## src/rtl/irq_rec_pkg.sv

```systemverilog
package irq_rec_pkg;
  localparam int LVL_W   = 3;
  localparam int NUM_LVL = (1 << LVL_W) - 1;
  localparam logic [LVL_W-1:0] TOP_LVL = '1;

  // Highest-numbered set bit, reported as level number (bit k -> k+1).
  function automatic logic [LVL_W-1:0] pick_level(input logic [NUM_LVL-1:0] qual);
    logic [LVL_W-1:0] lvl;
    lvl = '0;
    for (int k = 0; k < NUM_LVL; k++) begin
      if (qual[k]) lvl = LVL_W'(k + 1);
    end
    return lvl;
  endfunction

  // A maskable level passes only when strictly above the mask.
  function automatic logic above_mask(input int level, input logic [LVL_W-1:0] mask);
    return level > int'(mask);
  endfunction
endpackage

```

## src/rtl/irq_rec_sync.sv

```systemverilog
module irq_rec_sync #(
  parameter int W      = 7,
  parameter int STAGES = 2
) (
  input  logic         clk,
  input  logic         rst_n,
  input  logic [W-1:0] d_i,
  output logic [W-1:0] q_o
);
  logic [STAGES-1:0][W-1:0] stage_q;

  generate
    for (genvar s = 0; s < STAGES; s++) begin : g_stage
      always_ff @(posedge clk or negedge rst_n) begin
        if (!rst_n) begin
          stage_q[s] <= '1;
        end else if (s == 0) begin
          stage_q[s] <= d_i;
        end else begin
          stage_q[s] <= stage_q[(s > 0) ? s - 1 : 0];
        end
      end
    end
  endgenerate

  assign q_o = stage_q[STAGES-1];
endmodule

```

## src/rtl/irq_rec_nmi.sv

```systemverilog
module irq_rec_nmi (
  input  logic clk,
  input  logic rst_n,
  input  logic line_low_i,
  input  logic sr_wr_i,
  input  logic ack_top_i,
  output logic pend_o,
  output logic latch_o,
  output logic fire_o
);
  logic latch_q, pend_q;
  logic rearm_w;

  assign fire_o  = line_low_i && !latch_q;
  assign rearm_w = !line_low_i || sr_wr_i;

  always_ff @(posedge clk or negedge rst_n) begin
    if (!rst_n) begin
      latch_q <= 1'b0;
    end else if (fire_o) begin
      latch_q <= 1'b1;
    end else if (rearm_w) begin
      latch_q <= 1'b0;
    end
  end

  always_ff @(posedge clk or negedge rst_n) begin
    if (!rst_n) begin
      pend_q <= 1'b0;
    end else if (fire_o) begin
      pend_q <= 1'b1;
    end else if (ack_top_i) begin
      pend_q <= 1'b0;
    end
  end

  assign pend_o  = pend_q;
  assign latch_o = latch_q;
endmodule

```

## src/rtl/irq_rec_arb.sv

```systemverilog
module irq_rec_arb
  import irq_rec_pkg::*;
(
  input  logic [NUM_LVL-1:0] req_i,
  input  logic [LVL_W-1:0]   mask_i,
  output logic               pend_o,
  output logic [LVL_W-1:0]   lvl_o
);
  logic [NUM_LVL-1:0] qual_w;

  generate
    for (genvar k = 0; k < NUM_LVL; k++) begin : g_qual
      if (k == NUM_LVL - 1) begin : g_top
        assign qual_w[k] = req_i[k];
      end else begin : g_masked
        assign qual_w[k] = req_i[k] && above_mask(k + 1, mask_i);
      end
    end
  endgenerate

  assign pend_o = |qual_w;
  assign lvl_o  = pick_level(qual_w);
endmodule

```

## src/rtl/irq_prio_recognizer.sv

```systemverilog
module irq_prio_recognizer
  import irq_rec_pkg::*;
#(
  parameter int SYNC_STAGES = 2
) (
  input  logic               clk,
  input  logic               rst_n,
  input  logic [NUM_LVL-1:0] irq_n_i,
  input  logic               ack_i,
  input  logic               sr_wr_i,
  input  logic [LVL_W-1:0]   sr_data_i,
  output logic [LVL_W-1:0]   mask_o,
  output logic               int_pend_o,
  output logic [LVL_W-1:0]   int_lvl_o,
  output logic [LVL_W-1:0]   ack_lvl_o
);
  logic [NUM_LVL-1:0] sync_n_w;
  logic [NUM_LVL-1:0] req_w;
  logic [LVL_W-1:0]   mask_q, ack_lvl_q;
  logic               ack_take_w, ack_top_w;
  logic               nmi_line_low_w, nmi_pend_w, nmi_latch_w, nmi_fire_w;

  irq_rec_sync #(.W(NUM_LVL), .STAGES(SYNC_STAGES)) u_sync (
    .clk(clk), .rst_n(rst_n), .d_i(irq_n_i), .q_o(sync_n_w)
  );

  assign nmi_line_low_w = !sync_n_w[NUM_LVL-1];

  irq_rec_nmi u_nmi (
    .clk(clk), .rst_n(rst_n), .line_low_i(nmi_line_low_w), .sr_wr_i(sr_wr_i),
    .ack_top_i(ack_top_w), .pend_o(nmi_pend_w), .latch_o(nmi_latch_w),
    .fire_o(nmi_fire_w)
  );

  assign req_w = {nmi_pend_w, ~sync_n_w[NUM_LVL-2:0]};

  irq_rec_arb u_arb (
    .req_i(req_w), .mask_i(mask_q), .pend_o(int_pend_o), .lvl_o(int_lvl_o)
  );

  assign ack_take_w = ack_i && int_pend_o;
  assign ack_top_w  = ack_take_w && (int_lvl_o == TOP_LVL);

  always_ff @(posedge clk or negedge rst_n) begin
    if (!rst_n) begin
      mask_q    <= TOP_LVL;
      ack_lvl_q <= '0;
    end else if (ack_take_w) begin
      mask_q    <= int_lvl_o;
      ack_lvl_q <= int_lvl_o;
    end else if (sr_wr_i) begin
      mask_q    <= sr_data_i;
    end
  end

  assign mask_o    = mask_q;
  assign ack_lvl_o = ack_lvl_q;
endmodule

```

## config.mk

```make
export PLATFORM = sky130hd
export DESIGN_NAME = irq_prio_recognizer
export DESIGN_NICKNAME = d
export VERILOG_FILES = /design/src/rtl/irq_rec_pkg.sv /design/src/rtl/irq_rec_sync.sv /design/src/rtl/irq_rec_nmi.sv /design/src/rtl/irq_rec_arb.sv /design/src/rtl/irq_prio_recognizer.sv
export SDC_FILE = /design/constraint.sdc
export NUM_CORES = 1
export LEC_CHECK = 0
export ABC_AREA = 1
export CAP_MARGIN = 20
export CELL_PAD_IN_SITES_DETAIL_PLACEMENT = 1
export CELL_PAD_IN_SITES_GLOBAL_PLACEMENT = 1
export CORE_AREA = 2 2 57 59
export DETAILED_ROUTE_END_ITERATION = 12
export DIE_AREA = 0 0 59 61
export PLACE_DENSITY = 0.67
export SETUP_SLACK_MARGIN = 0.3
export SYNTH_ARGS = -nofsm -noshare
export SYNTH_HDL_FRONTEND = slang
export SYNTH_SLANG_ARGS = --single-unit
export TNS_END_PERCENT = 5
```

## constraint.sdc

```tcl
create_clock -name clk -period 1.2 [get_ports clk]
set_input_delay 0.3 -clock clk [delete_from_list [all_inputs] [get_ports clk]]
set_output_delay 0.3 -clock clk [all_outputs]
set_load 0.1 [all_outputs]
```

==> reports/metrics.yaml, run 1 <==
status:
  outcome: "finished with violations"
  violations: "setup timing"
routing:
  wl_per_cell_um: 11.61
  drc: 0
  drtIter0Drc: 5
  antenna_left: 0
  drt_wl_total_mm: 1.846
  dr_total_vias: 686
  dr.pass1.iters: 4
  viasPerCell: 4.314
placement:
  placed_cell_area_sq_um: 1380
  io_buffer_count: 23
  pre_cts_slack_ns: -0.4390
  dp_hpwl_mm: 1.486
  place_inst: 153
  gp_congestion: 0.8421
synth:
  yosysSeqAreaShare: 0.6410
  avgSynthCellArea_sq_um: 10.37
  syn_nets: 100
  ys_seq_elements: 22
  ys_types: 20
  synth_cells: 86
  synth_area_sq_um: 892.1
  ys_warn_count: 0
timing:
  min_period_ns: 1.940
  tightest_slew_ns: 0.2518
  drv_slew: 0
  rsz0062_at_grt: "true"
  finalSetupViolCount: 17
  finalHoldViolations: 0
  skew_ns: 0.006269
  timing.final.crit_share: 1.617
  relSlewSlack: 0.8316
  layout_setup_ws_ns: -0.7400
  fmax_mhz: 515.5
  setup_tns_ns: -7.064
power:
  leakage_nw: 0.6884
  peakVddDrop_uv: 723.2
  power.density_nw_per_um2: 1821
floorplanning:
  core_area_sq_um: 2953
  rows: 20
  die_width_um: 59
  ioPinCount: 24
  dieArea_sq_um: 3599
  start_util: 0.3021
  fp.dieH_um: 61
global_route:
  overflow: 0
  grt_pass1_wl_mm: 3.111
  gr-usage-all-layers: 0.1199
  grt_max_degree: 23
  grt_pass1_vias: 718
  grt_antenna_before_repair: 0
worst_setup_path:
  crit_required_ns: 0.90
  crit_type: "register to primary output"
  cp_top_family: "flip-flops"
  cpMaxStageDelayCell: "dfstp_4"
  cp_cell_sequence: "or2_1 -> nand2_4 -> nor2_4 -> inv_2 -> buf_12"
  critical_path_buf_inv_count: 2
  critPathArrivalTime_ns: 1.64
  worstPathMaxFanout: 7
  cp-end-kind: "primary output"
  crit_path_start_kind: "register"
  crit_path_max_incr_delay_ns: 0.68
cells_and_area:
  nets: 141
  num_antenna_cells: 0
  drive_above_1_share: 0.5238
  finalInstanceArea_sq_um: 1469
  fin_cells: 159
  areaGrowthSynthToFinish_pct: 64.66
  num-fill-cells: 330
  final_cell_mix: "nand2_1, dfstp_2, clkdlybuf4s50_1"
  final_common_cell: "nand2_1"
clock_network:
  cts_root_buffer: "clkbuf_4"
  numCtsBuffers: 3
  htreeDepth: 1
  clkSinkCount: 22
  path_clk_slew_ns: 0.11
  cts_tree: "built"
  clkLatencyLatePin_ns: 0.30
  cts.path.max_buffers: 2
hold_path:
  hold_path.class: "input port to asynchronous set/reset pin"
run:
  maxCapViolations: 0
Yosys cell counts, drive strengths merged:
cell | instances | share of area
or2 | 2 | 0.014
nor2 | 4 | 0.028
o21ai | 1 | 0.0056
o22ai | 1 | 0.0070
nand3b | 1 | 0.0084
nand2 | 37 | 0.20
a21oi | 1 | 0.0056
o21bai | 1 | 0.013
inv | 12 | 0.050
dfrtp | 5 | 0.14
dfstp | 17 | 0.50
nand3 | 4 | 0.028
cell type report:
class                   count  area, sq um  area share
multi-input cells          52        310.3      0.2112
inverters                  12        50.05     0.03407
clock buffers               4        36.28     0.02470
repair buffers             36        447.9      0.3049
flip-flops and latches     22        583.1      0.3969
well taps                  33        41.29     0.02811
routing by layer:
layer,GRT usage,wire length (um)
met3,0.01919,86
met1,0.1321,691
met2,0.2190,1029
met4,0.06818,39
met5,0,0
registers in the layout, summed over array words and instances (netlist names):
name,count
ack_lvl_o,3
mask_o,3
u_nmi.latch_o,1
u_nmi.pend_o,1
u_sync.q_o,7
u_sync.stage_q,7
power by group:
part           switching [W]  internal [W]  leakage (nW)  total (W)
Sequential         0.0000821      0.000867         0.238   0.000949
Clock               0.000204      0.000185        0.0210   0.000389
Combinational       0.000820      0.000517         0.429    0.00134
Total                0.00111       0.00157         0.688    0.00268
worst paths after layout:
path	cells after the start	to	slack (ns)	startpoint
min reg2reg	0	u_sync.q_o[3]	0.36	u_sync.stage_q[3]
min in group clk	0	u_sync.q_o[3]	0.36	u_sync.stage_q[3]
max	5	int_lvl_o[2]	-0.74	mask_o[2]
min	2	ack_lvl_o[0]	0.33	rst_n
max in group asynchronous	2	u_sync.q_o[3]	0.65	rst_n
max reg2reg	9	ack_lvl_o[0]	-0.49	mask_o[2]
through the flow:
step	power (W)	utilization	hold WS, ns
after detailed placement	0.002235	0.4674	0.3469
final	0.002675	0.4975	0.3286
after CTS	0.002688	0.4886	0.3172
after global placement	0.002215	0.4674	0.3457
after global routing	0.002816	0.4975	0.3111
after floorplan	0.001685	-	0.004409
what timing repair did:
| action | in CTS | in global routing |
|---|---|---|
| buffers inserted | 1 | 1 |
| endpoints found under the setup margin | 17 | 17 |
| hold buffers | 0 | 0 |
| pin swaps | 2 | 3 |
| resized for setup | 10 | 4 |
logic make-up (layout without fill, tap and decap cells):
group	count (synthesis)	count (layout)	synth area share
AO/OA/AOI/OAI	4	4	0.03085
flip-flops	22	22	0.6410
AND/OR/NAND/NOR	48	48	0.2777
buffers and inverters	12	52	0.05049
worst register-to-register path, stage by stage, from the launching register on:
cell	delay, ns
dfstp_4	0.68
or2_1	0.19
nand2_4	0.09
nor2_4	0.15
nand2_4	0.07
buf_4	0.16
nand2_8	0.09
inv_2	0.05
nand2_1	0.08
nand2_1	0.06
Note: power is estimated with default switching activity, not from simulation.
==> run 2, diff against run 1 <==
--- a/config.mk
+++ b/config.mk
@@ -13,6 +13,7 @@
 export DETAILED_ROUTE_END_ITERATION = 12
 export DIE_AREA = 0 0 59 61
 export PLACE_DENSITY = 0.67
+export RECOVER_POWER = 100
 export SETUP_SLACK_MARGIN = 0.3
 export SYNTH_ARGS = -nofsm -noshare
 export SYNTH_HDL_FRONTEND = slang
==> reports/metrics.yaml, run 2 (same netlist as run 1, synthesis figures left out) <==
routing:
  viasPerCell: 4.321  # was 4.314
  drc: 0  # unchanged
  drt_wl_total_mm: 1.842  # was 1.846 mm
  wl_per_cell_um: 11.58  # was 11.61 um
  drtIter0Drc: 5  # unchanged
  dr.pass1.iters: 4  # unchanged
  dr_total_vias: 687  # was 686
  antenna_left: 0  # unchanged
placement:
  dp_hpwl_mm: 1.486  # unchanged
  gp_congestion: 0.8421  # unchanged
  io_buffer_count: 23  # unchanged
  pre_cts_slack_ns: -0.4390  # unchanged
floorplanning:
  start_util: 0.3021  # unchanged
  fp.dieH_um: 61  # unchanged
  dieArea_sq_um: 3599  # unchanged
  rows: 20  # unchanged
  ioPinCount: 24  # unchanged
  die_width_um: 59  # unchanged
  core_area_sq_um: 2953  # unchanged
worst_setup_path:
  crit_type: "register to primary output"  # unchanged
  crit_required_ns: 0.90  # about the same
  cp_top_family: "flip-flops"  # unchanged
  cp-end-kind: "primary output"  # unchanged
  critical_path_buf_inv_count: 2  # unchanged
  critPathArrivalTime_ns: 1.64  # about the same
  worstPathMaxFanout: 7  # unchanged
  cp_cell_sequence: "or2_1 -> nand2_4 -> nor2_4 -> inv_2 -> buf_12"  # unchanged
  crit_path_start_kind: "register"  # unchanged
  cpMaxStageDelayCell: "dfstp_4"  # unchanged
  crit_path_max_incr_delay_ns: 0.68  # about the same
cells_and_area:
  drive_above_1_share: 0.5238  # unchanged
  num-fill-cells: 332  # was 330
  num_antenna_cells: 0  # unchanged
  areaGrowthSynthToFinish_pct: 62.97  # was 64.66%
  final_common_cell: "nand2_1"  # unchanged
  fin_util: 0.4924  # was 0.4975
  nets: 141  # unchanged
  final_cell_mix: "nand2_1, dfstp_2, buf_12, buf_4, dlygate4sd3_1"  # was nand2_1, dfstp_2, clkdlybuf4s50_1
timing:
  rsz0062_at_grt: "true"  # unchanged
  relSlewSlack: 0.6555  # was 0.8316
  fmax_mhz: 515.5  # unchanged
  finalSetupViolCount: 17  # unchanged
  setup_tns_ns: -7.064  # about the same
  finalHoldViolations: 0  # unchanged
  hold_ws_ns: 0.3619  # was 0.3286 ns
  tightest_slew_ns: 0.5167  # was 0.2518 ns
  timing.final.crit_share: 1.617  # unchanged
  skew_ns: 0.006243  # was 0.006269 ns
  layout_setup_ws_ns: -0.7400  # unchanged
  drv_slew: 0  # unchanged
  min_period_ns: 1.940  # unchanged
global_route:
  grt_pass1_wl_mm: 3.111  # unchanged
  grt_antenna_before_repair: 0  # unchanged
  grt_pass1_vias: 718  # unchanged
  grt_max_degree: 23  # unchanged
  gr-usage-all-layers: 0.1199  # unchanged
  overflow: 0  # unchanged
power:
  power.density_nw_per_um2: 1831  # was 1821 nW/um^2
  leakage_nw: 0.6856  # was 0.6884 nW
  peakVddDrop_uv: 723.1  # was 723.2 uV
  power_w: 0.002663  # was 0.002675 W
clock_network:
  holdBufCountCts: 0  # unchanged
  clkSinkCount: 22  # unchanged
  numCtsBuffers: 3  # unchanged
  path_clk_slew_ns: 0.11  # about the same
  cts_root_buffer: "clkbuf_4"  # unchanged
  clkLatencyLatePin_ns: 0.30  # about the same
  cts.path.max_buffers: 2  # unchanged
  htreeDepth: 1  # unchanged
  cts_tree: "built"  # unchanged
hold_path:
  hold_path.class: "register to register"  # was input port to asynchronous set/reset pin
status:
  outcome: "finished with violations"  # unchanged
  violations: "setup timing"  # unchanged
run:
  maxCapViolations: 0  # unchanged
run 2: cell count changes in the layout (fill, tap and decap cells not counted):
cell / previous run / this run
clkbuf_2: 0 / 1
clkdlybuf4s50_1: 13 / 4
dlygate4sd3_1: 0 / 9
buf_12: 11 / 10
run 2: path summary, 6_finish.rpt:
kind,from,to,slack [ns],cells past startpoint
max,mask_o[2],int_lvl_o[2],-0.74,5
min,u_sync.stage_q[3],u_sync.q_o[3],0.36,0
max reg2reg,mask_o[2],ack_lvl_o[0],-0.49,9
min reg2reg,u_sync.stage_q[3],u_sync.q_o[3],0.36,0
max in group asynchronous,rst_n,u_sync.q_o[3],0.34,2
min in group asynchronous,rst_n,ack_lvl_o[0],0.49,2
run 2: area by class of cell:
class                      instances  area (sq um)  share of cell area
multi-input combinational         52         310.3              0.2134
inverter                          12         50.05             0.03442
sequential                        22         583.1              0.4010
tap                               33         41.29             0.02840
timing repair buffer              36         432.9              0.2978
clock buffer                       4         36.28             0.02496
run 2: report_power, final:
part / leakage, nW / switching [W] / internal, W
Combinational: 0.426 / 0.000819 / 0.000505
Clock: 0.0210 / 0.000204 / 0.000185
Sequential: 0.238 / 0.0000821 / 0.000867
run 2: layer usage:
metal  up-vias  wire length [um]  global-route usage
met3         5                86             0.01919
met4         0                39             0.06818
met2        18              1026              0.2190
li1        338                 -                   -
met5         -                 0                   0
met1       326               690              0.1321
run 2: through the flow:
stage | cell area [sq um] | instances
after global placement | 1380 | 153
after global routing | 1454 | 159
after CTS | 1443 | 158
final | 1454 | 159
after detailed placement | 1380 | 153
after floorplan | 913.4 | 86
run 2: worst reg2reg max path, cell delays in order, from the launching register on:
cell,delay [ns]
dfstp_4,0.68
or2_1,0.19
nand2_4,0.09
nor2_4,0.15
nand2_4,0.07
buf_4,0.16
nand2_8,0.09
inv_2,0.05
nand2_1,0.08
nand2_1,0.06
run 2: timing repair:
item	CTS	global route
resized for setup	10	4
endpoints found under the setup margin	17	17
pin swaps	2	3
buffers inserted	1	1
